### src/rtl/lsg_pkg.sv
package lsg_pkg;

    localparam int LANES     = 4;
    localparam int SETUP_CYC = 1;
    localparam int PULSE_CYC = 2;
    localparam int HOLD_CYC  = 1;
    localparam int PH_MAX    = (PULSE_CYC > SETUP_CYC) ?
                               ((PULSE_CYC > HOLD_CYC) ? PULSE_CYC : HOLD_CYC) :
                               ((SETUP_CYC > HOLD_CYC) ? SETUP_CYC : HOLD_CYC);
    localparam int CNT_W     = $clog2(PH_MAX + 1);

    typedef enum logic [1:0] {
        BW_8    = 2'b00,
        BW_16   = 2'b01,
        BW_32   = 2'b10,
        BW_RSVD = 2'b11
    } bus_width_e;

    typedef enum logic [2:0] {
        PH_IDLE,
        PH_SETUP,
        PH_PULSE,
        PH_HOLD,
        PH_DONE
    } phase_e;

    typedef struct packed {
        logic             write;
        logic             byte_write;
        bus_width_e       width;
        logic [LANES-1:0] lanes;
    } acc_t;

    function automatic logic wide_bus(bus_width_e w);
        return (w == BW_16) || (w == BW_32);
    endfunction

    function automatic int lane_count(bus_width_e w);
        case (w)
            BW_8:    return 1;
            BW_16:   return 2;
            BW_32:   return 4;
            default: return 0;
        endcase
    endfunction

endpackage

### src/rtl/lsg_lane_map.sv
module lsg_lane_map
    import lsg_pkg::*;
(
    input  bus_width_e       width,
    input  logic [1:0]       addr_lo,
    input  logic [LANES-1:0] be,
    output logic [LANES-1:0] lanes
);

    localparam int HALF = LANES / 2;

    logic [HALF-1:0] half_sel;

    assign half_sel = addr_lo[1] ? be[LANES-1:HALF] : be[HALF-1:0];

    for (genvar i = 0; i < LANES; i++) begin : g_lane
        always_comb begin
            case (width)
                BW_32:   lanes[i] = be[i];
                BW_16:   lanes[i] = (i < HALF) ? half_sel[i % HALF] : 1'b0;
                BW_8:    lanes[i] = (i == 0) ? be[addr_lo] : 1'b0;
                default: lanes[i] = 1'b0;
            endcase
        end
    end

    // never more active lanes than the bus carries
    always_comb begin
        a_r5_lane_count: assert ($countones(lanes) <= lane_count(width));
    end

endmodule

### src/rtl/lsg_sequencer.sv
module lsg_sequencer
    import lsg_pkg::*;
#(
    parameter int ADDR_W = 24
) (
    input  logic              clk,
    input  logic              rst,
    input  logic              start,
    input  logic [ADDR_W-1:0] req_addr,
    input  logic              req_write,
    input  logic [1:0]        cfg_width,
    input  logic              cfg_byte_write,
    input  logic [LANES-1:0]  lanes,
    output phase_e            phase,
    output acc_t              acc,
    output logic [ADDR_W-1:0] bus_addr,
    output logic              busy,
    output logic              done,
    output logic              err
);

    logic [CNT_W-1:0] cnt;
    bus_width_e       width_in;

    assign width_in = bus_width_e'(cfg_width);

    always_ff @(posedge clk) begin
        if (rst) begin
            phase    <= PH_IDLE;
            cnt      <= '0;
            acc      <= '0;
            bus_addr <= '0;
            err      <= 1'b0;
        end else begin
            err <= 1'b0;
            case (phase)
                PH_IDLE: begin
                    if (start) begin
                        if (width_in == BW_RSVD) begin
                            err <= 1'b1;
                        end else begin
                            phase    <= PH_SETUP;
                            cnt      <= CNT_W'(SETUP_CYC - 1);
                            acc      <= '{write: req_write, byte_write: cfg_byte_write,
                                          width: width_in, lanes: lanes};
                            bus_addr <= req_addr;
                        end
                    end
                end
                PH_SETUP: begin
                    if (cnt == '0) begin
                        phase <= PH_PULSE;
                        cnt   <= CNT_W'(PULSE_CYC - 1);
                    end else begin
                        cnt <= cnt - 1'b1;
                    end
                end
                PH_PULSE: begin
                    if (cnt == '0) begin
                        phase <= PH_HOLD;
                        cnt   <= CNT_W'(HOLD_CYC - 1);
                    end else begin
                        cnt <= cnt - 1'b1;
                    end
                end
                PH_HOLD: begin
                    if (cnt == '0) begin
                        phase <= PH_DONE;
                    end else begin
                        cnt <= cnt - 1'b1;
                    end
                end
                PH_DONE: phase <= PH_IDLE;
                default: phase <= PH_IDLE;
            endcase
        end
    end

    assign busy = (phase != PH_IDLE);
    assign done = (phase == PH_DONE);

    // reserved code never opens an access
    a_r4_rsvd_blocked: assert property (@(posedge clk) disable iff (rst)
        (phase == PH_IDLE && start && cfg_width == 2'b11) |=> (phase == PH_IDLE && err));

    // latched request stays frozen while the access runs
    a_r12_request_frozen: assert property (@(posedge clk) disable iff (rst)
        (busy && phase != PH_DONE) |=> ($stable(acc) && $stable(bus_addr)));

    // done is a single pulse that ends the busy period
    a_r3_done_single: assert property (@(posedge clk) disable iff (rst)
        done |=> (!done && !busy));

    // pulse phase lasts at least two cycles
    a_r2_pulse_len: assert property (@(posedge clk) disable iff (rst)
        (phase == PH_SETUP) |=> (phase == PH_PULSE) ##1 (phase == PH_PULSE));

endmodule

### src/rtl/lsg_strobe_drv.sv
module lsg_strobe_drv
    import lsg_pkg::*;
(
    input  logic             clk,
    input  logic             rst,
    input  phase_e           phase,
    input  acc_t             acc,
    output logic             cs_n,
    output logic             rd_n,
    output logic             we_n,
    output logic [LANES-1:0] wr_n,
    output logic [LANES-1:0] bs_n
);

    logic window;
    logic strobe;
    logic wide;
    logic any_lane;

    assign window   = (phase == PH_SETUP) || (phase == PH_PULSE) || (phase == PH_HOLD);
    assign strobe   = (phase == PH_PULSE);
    assign wide     = wide_bus(acc.width);
    assign any_lane = |acc.lanes;

    assign cs_n = !window;
    assign rd_n = !(strobe && !acc.write);
    assign we_n = !(strobe && acc.write && any_lane && (!wide || !acc.byte_write));

    for (genvar i = 0; i < LANES; i++) begin : g_lane
        assign wr_n[i] = !(strobe && acc.write && wide && acc.byte_write && acc.lanes[i]);
        assign bs_n[i] = !(window && wide && !acc.byte_write && acc.lanes[i]);
    end

    // no strobe outside the chip-select window
    a_r2_strobes_in_cs: assert property (@(posedge clk) disable iff (rst)
        cs_n |-> (rd_n && we_n && (&wr_n) && (&bs_n)));

    // per-lane scheme reads carry no lane qualification
    a_r7_plain_read: assert property (@(posedge clk) disable iff (rst)
        (!rd_n && acc.byte_write) |-> ((&wr_n) && (&bs_n) && we_n));

    // narrow bus uses neither lane strobes nor byte selects
    a_r10_narrow_bus: assert property (@(posedge clk) disable iff (rst)
        (acc.width == BW_8) |-> ((&wr_n) && (&bs_n)));

    // upper lanes idle on a half-width bus
    a_r11_upper_idle: assert property (@(posedge clk) disable iff (rst)
        (acc.width == BW_16) |-> (wr_n[3:2] == 2'b11 && bs_n[3:2] == 2'b11));

endmodule

### src/rtl/lane_strobe_gen.sv
module lane_strobe_gen
    import lsg_pkg::*;
#(
    parameter int ADDR_W = 24
) (
    input  logic              clk,
    input  logic              rst,
    input  logic              start,
    input  logic [ADDR_W-1:0] req_addr,
    input  logic [3:0]        req_be,
    input  logic              req_write,
    input  logic [1:0]        cfg_width,
    input  logic              cfg_byte_write,
    output logic [ADDR_W-1:0] bus_addr,
    output logic              cs_n,
    output logic              rd_n,
    output logic              we_n,
    output logic [3:0]        wr_n,
    output logic [3:0]        bs_n,
    output logic              busy,
    output logic              done,
    output logic              err
);

    logic [LANES-1:0] lanes;
    phase_e           phase;
    acc_t             acc;

    lsg_lane_map u_map (
        .width   (bus_width_e'(cfg_width)),
        .addr_lo (req_addr[1:0]),
        .be      (req_be),
        .lanes   (lanes)
    );

    lsg_sequencer #(.ADDR_W(ADDR_W)) u_seq (
        .clk            (clk),
        .rst            (rst),
        .start          (start),
        .req_addr       (req_addr),
        .req_write      (req_write),
        .cfg_width      (cfg_width),
        .cfg_byte_write (cfg_byte_write),
        .lanes          (lanes),
        .phase          (phase),
        .acc            (acc),
        .bus_addr       (bus_addr),
        .busy           (busy),
        .done           (done),
        .err            (err)
    );

    lsg_strobe_drv u_drv (
        .clk   (clk),
        .rst   (rst),
        .phase (phase),
        .acc   (acc),
        .cs_n  (cs_n),
        .rd_n  (rd_n),
        .we_n  (we_n),
        .wr_n  (wr_n),
        .bs_n  (bs_n)
    );

    // reset leaves every strobe high on the next cycle
    a_r1_reset_idle: assert property (@(posedge clk)
        rst |=> (cs_n && rd_n && we_n && (&wr_n) && (&bs_n) && !busy && !err));

endmodule

### config.mk
export PLATFORM = sky130hd
export DESIGN_NAME = lane_strobe_gen
export DESIGN_NICKNAME = d
export VERILOG_FILES = /design/src/rtl/lsg_pkg.sv /design/src/rtl/lsg_lane_map.sv /design/src/rtl/lsg_sequencer.sv /design/src/rtl/lsg_strobe_drv.sv /design/src/rtl/lane_strobe_gen.sv
export SDC_FILE = /design/constraint.sdc
export NUM_CORES = 1
export LEC_CHECK = 0
export ABC_CLOCK_PERIOD_IN_PS = 1900
export BUFFER_PORTS_ARGS = -buffer_cell sky130_fd_sc_hd__buf_4
export CAP_MARGIN = 40
export CORE_MARGIN = 3
export CORE_UTILIZATION = 46
export DETAILED_ROUTE_END_ITERATION = 6
export PLACE_DENSITY = 0.78
export SKIP_CTS_REPAIR_TIMING = 1
export SLEW_MARGIN = 5
export SYNTH_ARGS = -nofsm -noshare
export SYNTH_HDL_FRONTEND = slang
export SYNTH_SLANG_ARGS = --single-unit
### constraint.sdc
create_clock -name clk -period 1.9 [get_ports clk]
set_input_delay 0.095 -clock clk [delete_from_list [all_inputs] [get_ports clk]]
set_output_delay 0.095 -clock clk [all_outputs]
set_load 0.005 [all_outputs]
# Word level (Yosys, flattened, before mapping)

Index checks and enable logic that the tools add are counted.

Register bits after elaboration: 38
Bits in latches: 0
RAM bits: 0
ROM bits: 0
Bits of input ports: 35
Output and inout bits: 38
Memories: 0

Add/sub/neg operators: 1
Multiply operators: 0
Divide/modulo/power cells: 0
Order comparisons: 1
Equal/unequal tests: 15
Shifts and indexed selects: 0
Mux-type cells: 20
Bitwise operators: 3
Reduce and logical (&&, ||, !) cells: 44

Operator list:

| kind                                                                 | count |
|---|---|
| 1-bit logical AND                                                    | 16 |
| 3-bit two-way mux                                                    | 5 |
| 1-bit logical NOT                                                    | 14 |
| 2-bit two-way mux                                                    | 6 |
| 2-bit != test, second input constant                                 | 6 |
| 3-bit case mux with 4 select lines                                   | 1 |
| 2-bit case mux with 4 select lines                                   | 1 |
| 2-bit == test, second input constant                                 | 3 |
| 3-bit by 2-bit == test with 1-bit output, second input constant      | 2 |
| 5-bit AND reduction                                                  | 1 |
| 2-bit by 1-bit == test with 1-bit output, second input constant      | 2 |
| 2-bit logical NOT                                                    | 2 |
| 1-bit logical OR                                                     | 4 |
| 1-bit two-way mux                                                    | 4 |
| 4-bit AND reduction                                                  | 1 |
| 4-bit nonzero test                                                   | 1 |
| 4-bit OR reduction                                                   | 1 |
| 3-bit by 1-bit == test with 1-bit output, second input constant      | 1 |
| 3-bit == test, second input constant                                 | 1 |
| 3-bit logical NOT                                                    | 1 |
| 2-bit by 3-bit < comparator with 1-bit output, second input constant | 1 |
| 1-bit NOT                                                            | 3 |
| 1-bit case mux with 3 select lines                                   | 1 |
| 3-bit AND reduction                                                  | 1 |
| other kinds (5)                                                      | 5 |

# Longest topological paths before layout

Word-level depth: 7
Mapped depth: 7

# By module

A second synthesis with hierarchy kept.

Cells, all modules: 220
Area, all modules: 1864.3 um^2

Modules (own cells, without submodules):

| module         | times used | cells each | area each (um^2) | sequential area each (um^2) |
|---|---|---|---|---|
| lsg_sequencer  | 1          | 186        | 1580.3           | 760.7 |
| lsg_strobe_drv | 1          | 17         | 142.6            | 0.0 |
| lsg_lane_map   | 1          | 17         | 141.4            | 0.0 |

# Least setup slack after synthesis

Ideal clock, no wire load.

Path kind: flip-flop to flip-flop
From: reg u_seq.phase[0]
To: reg, netlist name u_seq.acc[1]
Arrival: 1408 ps
Required time: 1768 ps
Setup slack: 360 ps
Cell stages (with the launch flop): 8
Buffers on the path: 3
Clock period less this slack: 1540 ps
Cells stage by stage: dfxtp_1 -> buf_6 -> or3_4 -> or2_1 -> buf_2 -> buf_6 -> nand2_1 -> a21oi_1

Word-level cells in the longest chain between the ends: 2

Ends and longest elaborated chain:

| element                              | line                | text |
|---|---|---|
| start, declared                      | lsg_sequencer.sv:14 | `output phase_e phase,` |
| start signal, assigned               | lsg_sequencer.sv:29 | `phase <= PH_IDLE;` |
| start signal, assigned               | lsg_sequencer.sv:42 | `phase <= PH_SETUP;` |
| start signal, assigned               | lsg_sequencer.sv:52 | `phase <= PH_PULSE;` |
| 3-bit logical NOT                    | lsg_sequencer.sv:36 | `case (phase)` |
| 3-bit AND reduction (no source line) | n/a                 |  |

Every way passes these cells.
A chain may end at the register's enable or synchronous reset.

# Final worst setup path

From: reg u_seq.phase[0]
To: out bs_n[3]

Word-level cells in the longest chain between the ends: 7
Elaborated cells between the ends (all ways): 9
Those cells by class: eq/ne: 3; reduce/logical: 6

Ends and longest elaborated chain:

| element                                                                                              | line                  | text |
|---|---|---|
| 3-bit by 1-bit == test with 1-bit output or 3-bit by 2-bit == test with 1-bit output (tied branches) | lsg_strobe_drv.sv:20  | `assign window = (phase == PH_SETUP) \|\| (phase == PH_PULSE) \|\| (phase == PH_HOLD);` |
| 1-bit logical OR                                                                                     | lsg_strobe_drv.sv:20  |  |
| 1-bit logical OR (*)                                                                                 | lsg_strobe_drv.sv:20  |  |
| 1-bit logical AND (*) (3 in a row)                                                                   | lsg_strobe_drv.sv:31  | `assign bs_n[i] = !(window && wide && !acc.byte_write && acc.lanes[i]);` |
| 1-bit logical NOT (*)                                                                                | lsg_strobe_drv.sv:31  |  |
| end, declared                                                                                        | lane_strobe_gen.sv:19 | `output logic [3:0] bs_n,` |

Mark *: on every way between the ends. The rest lies on a longest branch, timed or not.

==> impl_metrics.env <==
export IMPL_grt_ovfl_total=0
export IMPL_async_flop_share_pct=0
export IMPL_cp_max_fo=10
export IMPL_avgSynthCellArea_um2=7.88
export IMPL_yosys_register_bits=38
export IMPL_yosysWarnings=0
export IMPL_leakagePower_nw=1.12
export IMPL_ant_nets=0
export IMPL_rsz0062_at_grt="no"
export IMPL_power_density_nw_per_um2=1030
export IMPL_violations="hold timing"
export IMPL_vdd_ir_drop_max_uv=582
export IMPL_cp_start_kind="register"
export IMPL_synthMuxAreaShare_pct=1.87
export IMPL_ys_seq_area_share_pct=45.5
export IMPL_synth_ff_type="dfxtp_1"
export IMPL_io_buffers=72
export IMPL_synth_enable_flop_cells=0
export IMPL_final_common_cell="buf_4"
export IMPL_drt_iter0_drc=66
export IMPL_hold_viol=1
export IMPL_required_ps=1800
export IMPL_holdWs_ps=-12.5
export IMPL_grt_pass1_wl_um=6410
export IMPL_remaining_drc_errors=0
export IMPL_wl_um=4500
export IMPL_cts_sinks=38
export IMPL_synth_compound_area_share_pct=13.7
export IMPL_cts_tree="built"
export IMPL_clock_path_buffers=2
export IMPL_core_area_um2=3420
export IMPL_synth_xor_area_share_pct=1.57
export IMPL_routedWlPerCell_um=12.9
export IMPL_tns_ps=0
export IMPL_layout_common_cells="74 x buf_4, 73 x nand2_1, 36 x a21oi_1, 36 x dfxtp_1, 22 x dlygate4sd3_1"
export IMPL_period_minus_slack_ps=1770
export IMPL_dieHeight_um=66.3
export IMPL_grt_max_degree=37
export IMPL_place_hpwl_um=2820
export IMPL_hold_class="primary input to register"
export IMPL_vias=1729
export IMPL_drt_pass1_iter_count=4
export IMPL_clock_latency_ps=340
export IMPL_fin_crit_sh_pct=93.0
export IMPL_ios=73
export IMPL_synthCells=212
export IMPL_grt_pass1_vias=1508
export IMPL_dieArea_um2=4390
export IMPL_antenna_cells=0
export IMPL_track_usage_pct=19.2
export IMPL_rows=21
export IMPL_cp_end_kind="output pin"
export IMPL_die_w_um=66.3
export IMPL_path_clk_slew_ps=120
export IMPL_tightest_slew_ps=384
export IMPL_critPathArrivalTime_ps=1670
export IMPL_syn_to_final_growth_pct=53.3
export IMPL_fmax_mhz=566
export IMPL_synth_nets=254
export IMPL_maxCapViolations=0
export IMPL_nNetsFinal=345
export IMPL_slew_violations=0
export IMPL_synth_top_family_by_area="simple AND/OR/NAND/NOR gates"
export IMPL_antenna_found_initial=0
export IMPL_cts_buffers=5
export IMPL_yosys_cell_types_count=28
export IMPL_crit_type="register to output pin"
export IMPL_avgViaCountPerCell=4.94
export IMPL_htree_levels=2
export IMPL_setup_violations=0
export IMPL_status="finished, violations left"
export IMPL_slew_headroom_pct=74.4
export IMPL_netlist_area_um2=1670
export IMPL_final_util_pct=75.0
export IMPL_yosys_area_share_simple_pct=26.0
export IMPL_start_util_pct=48.9
export IMPL_cts_root_buf="clkbuf_4"
export IMPL_synthAdderAreaFrac_pct=5.24
export IMPL_drive_gt1_share_pct=29.6
export IMPL_place_gp_congestion=0.809
export IMPL_fin_skew_ps=4.99
-- where the power goes --
part           internal, mW  leakage [nW]  total [mW]  switching (mW)
Combinational         0.440         0.753       0.876           0.436
Sequential            0.929         0.311        1.04           0.113
Clock                 0.446        0.0585       0.715           0.269
-- per-layer routing --
metal	share of wire, %	routed length [um]	global-route usage, %	vias to the layer above
met5	0	0	0	-
met4	1.2	53	7.36	0
met3	7.9	357	8.33	4
met2	49	2200	31.8	58
met1	42	1890	21.4	789
li1	-	-	-	878
-- synth_stat cells, types with 2 or more instances --
| cell type | instances | area (um^2) |
|---|---|---|
| a21oi_1 | 36 | 180 |
| and2_1 | 2 | 12.5 |
| buf_2 | 4 | 20.0 |
| buf_6 | 4 | 45.0 |
| clkbuf_1 | 5 | 18.8 |
| dfxtp_1 | 38 | 761 |
| ha_1 | 7 | 87.6 |
| inv_1 | 5 | 18.8 |
| mux2i_1 | 2 | 20.0 |
| nand2_1 | 73 | 274 |
| nand3_1 | 6 | 30.0 |
| nand3b_1 | 2 | 15.0 |
| nor2_1 | 8 | 30.0 |
| nor3_1 | 2 | 10.0 |
| o32ai_1 | 2 | 17.5 |
| or2_1 | 2 | 12.5 |
| xor2_1 | 3 | 26.3 |
-- logic make-up (layout without fill, tap and decap cells) --
family / after synthesis / in the layout
xor+xnor: 3 / 3
compound gates: 42 / 42
simple gates: 101 / 101
fa+ha+maj: 7 / 7
flops: 38 / 38
buf+inv: 18 / 110
mux: 3 / 3
-- metrics by stage --
stage	power, mW	area (um^2)	cells	hold slack [ps]	setup WS (ps)
finish	2.63	2560	350	-12.5	132
detailed placement	1.87	2220	320	350	207
CTS	2.59	2330	328	-29.3	-199
floorplan	1.56	1670	212	220	360
global placement	1.85	2220	320	341	268
global route	2.81	2560	350	2.89	38.2
-- final cells by class --
cell class	instances	area (um^2)
clock buffers	6	51.3
clock inverters	2	60.1
well taps	46	57.6
flip-flops and latches	38	766
multi-input cells	156	813
inverters	5	18.8
repair buffers	97	796
fillers	259	853
-- state kept, by name, indices dropped and copies added (netlist names) --
name and cells:
u_seq.acc 8, u_seq.cnt 2, u_seq.bus_addr 24, u_seq.phase 3, u_seq.err 1
-- final timing paths --
kind                                                      start                               to  slack [ps]  depth (start not counted)
worst max register to register      u_seq.phase[0]$_SDFFE_PP0P_  u_seq.bus_addr[13]$_SDFFE_PP0P_         290                          5
worst max-delay path                u_seq.phase[0]$_SDFFE_PP0P_                          bs_n[3]         130                          5
worst min-delay path                                req_addr[5]   u_seq.bus_addr[5]$_SDFFE_PP0P_         -10                          3
worst min register to register  u_seq.bus_addr[12]$_SDFFE_PP0P_  u_seq.bus_addr[12]$_SDFFE_PP0P_         460                          2
-- critical path, stage by stage (launching register included) --
cell and delay [ps]:
dfxtp_2 440, nor2_1 100, or2_2 300, nor3b_2 260
nand2_1 90, buf_4 140
No activity file was read; power rests on OpenSTA's default activity.
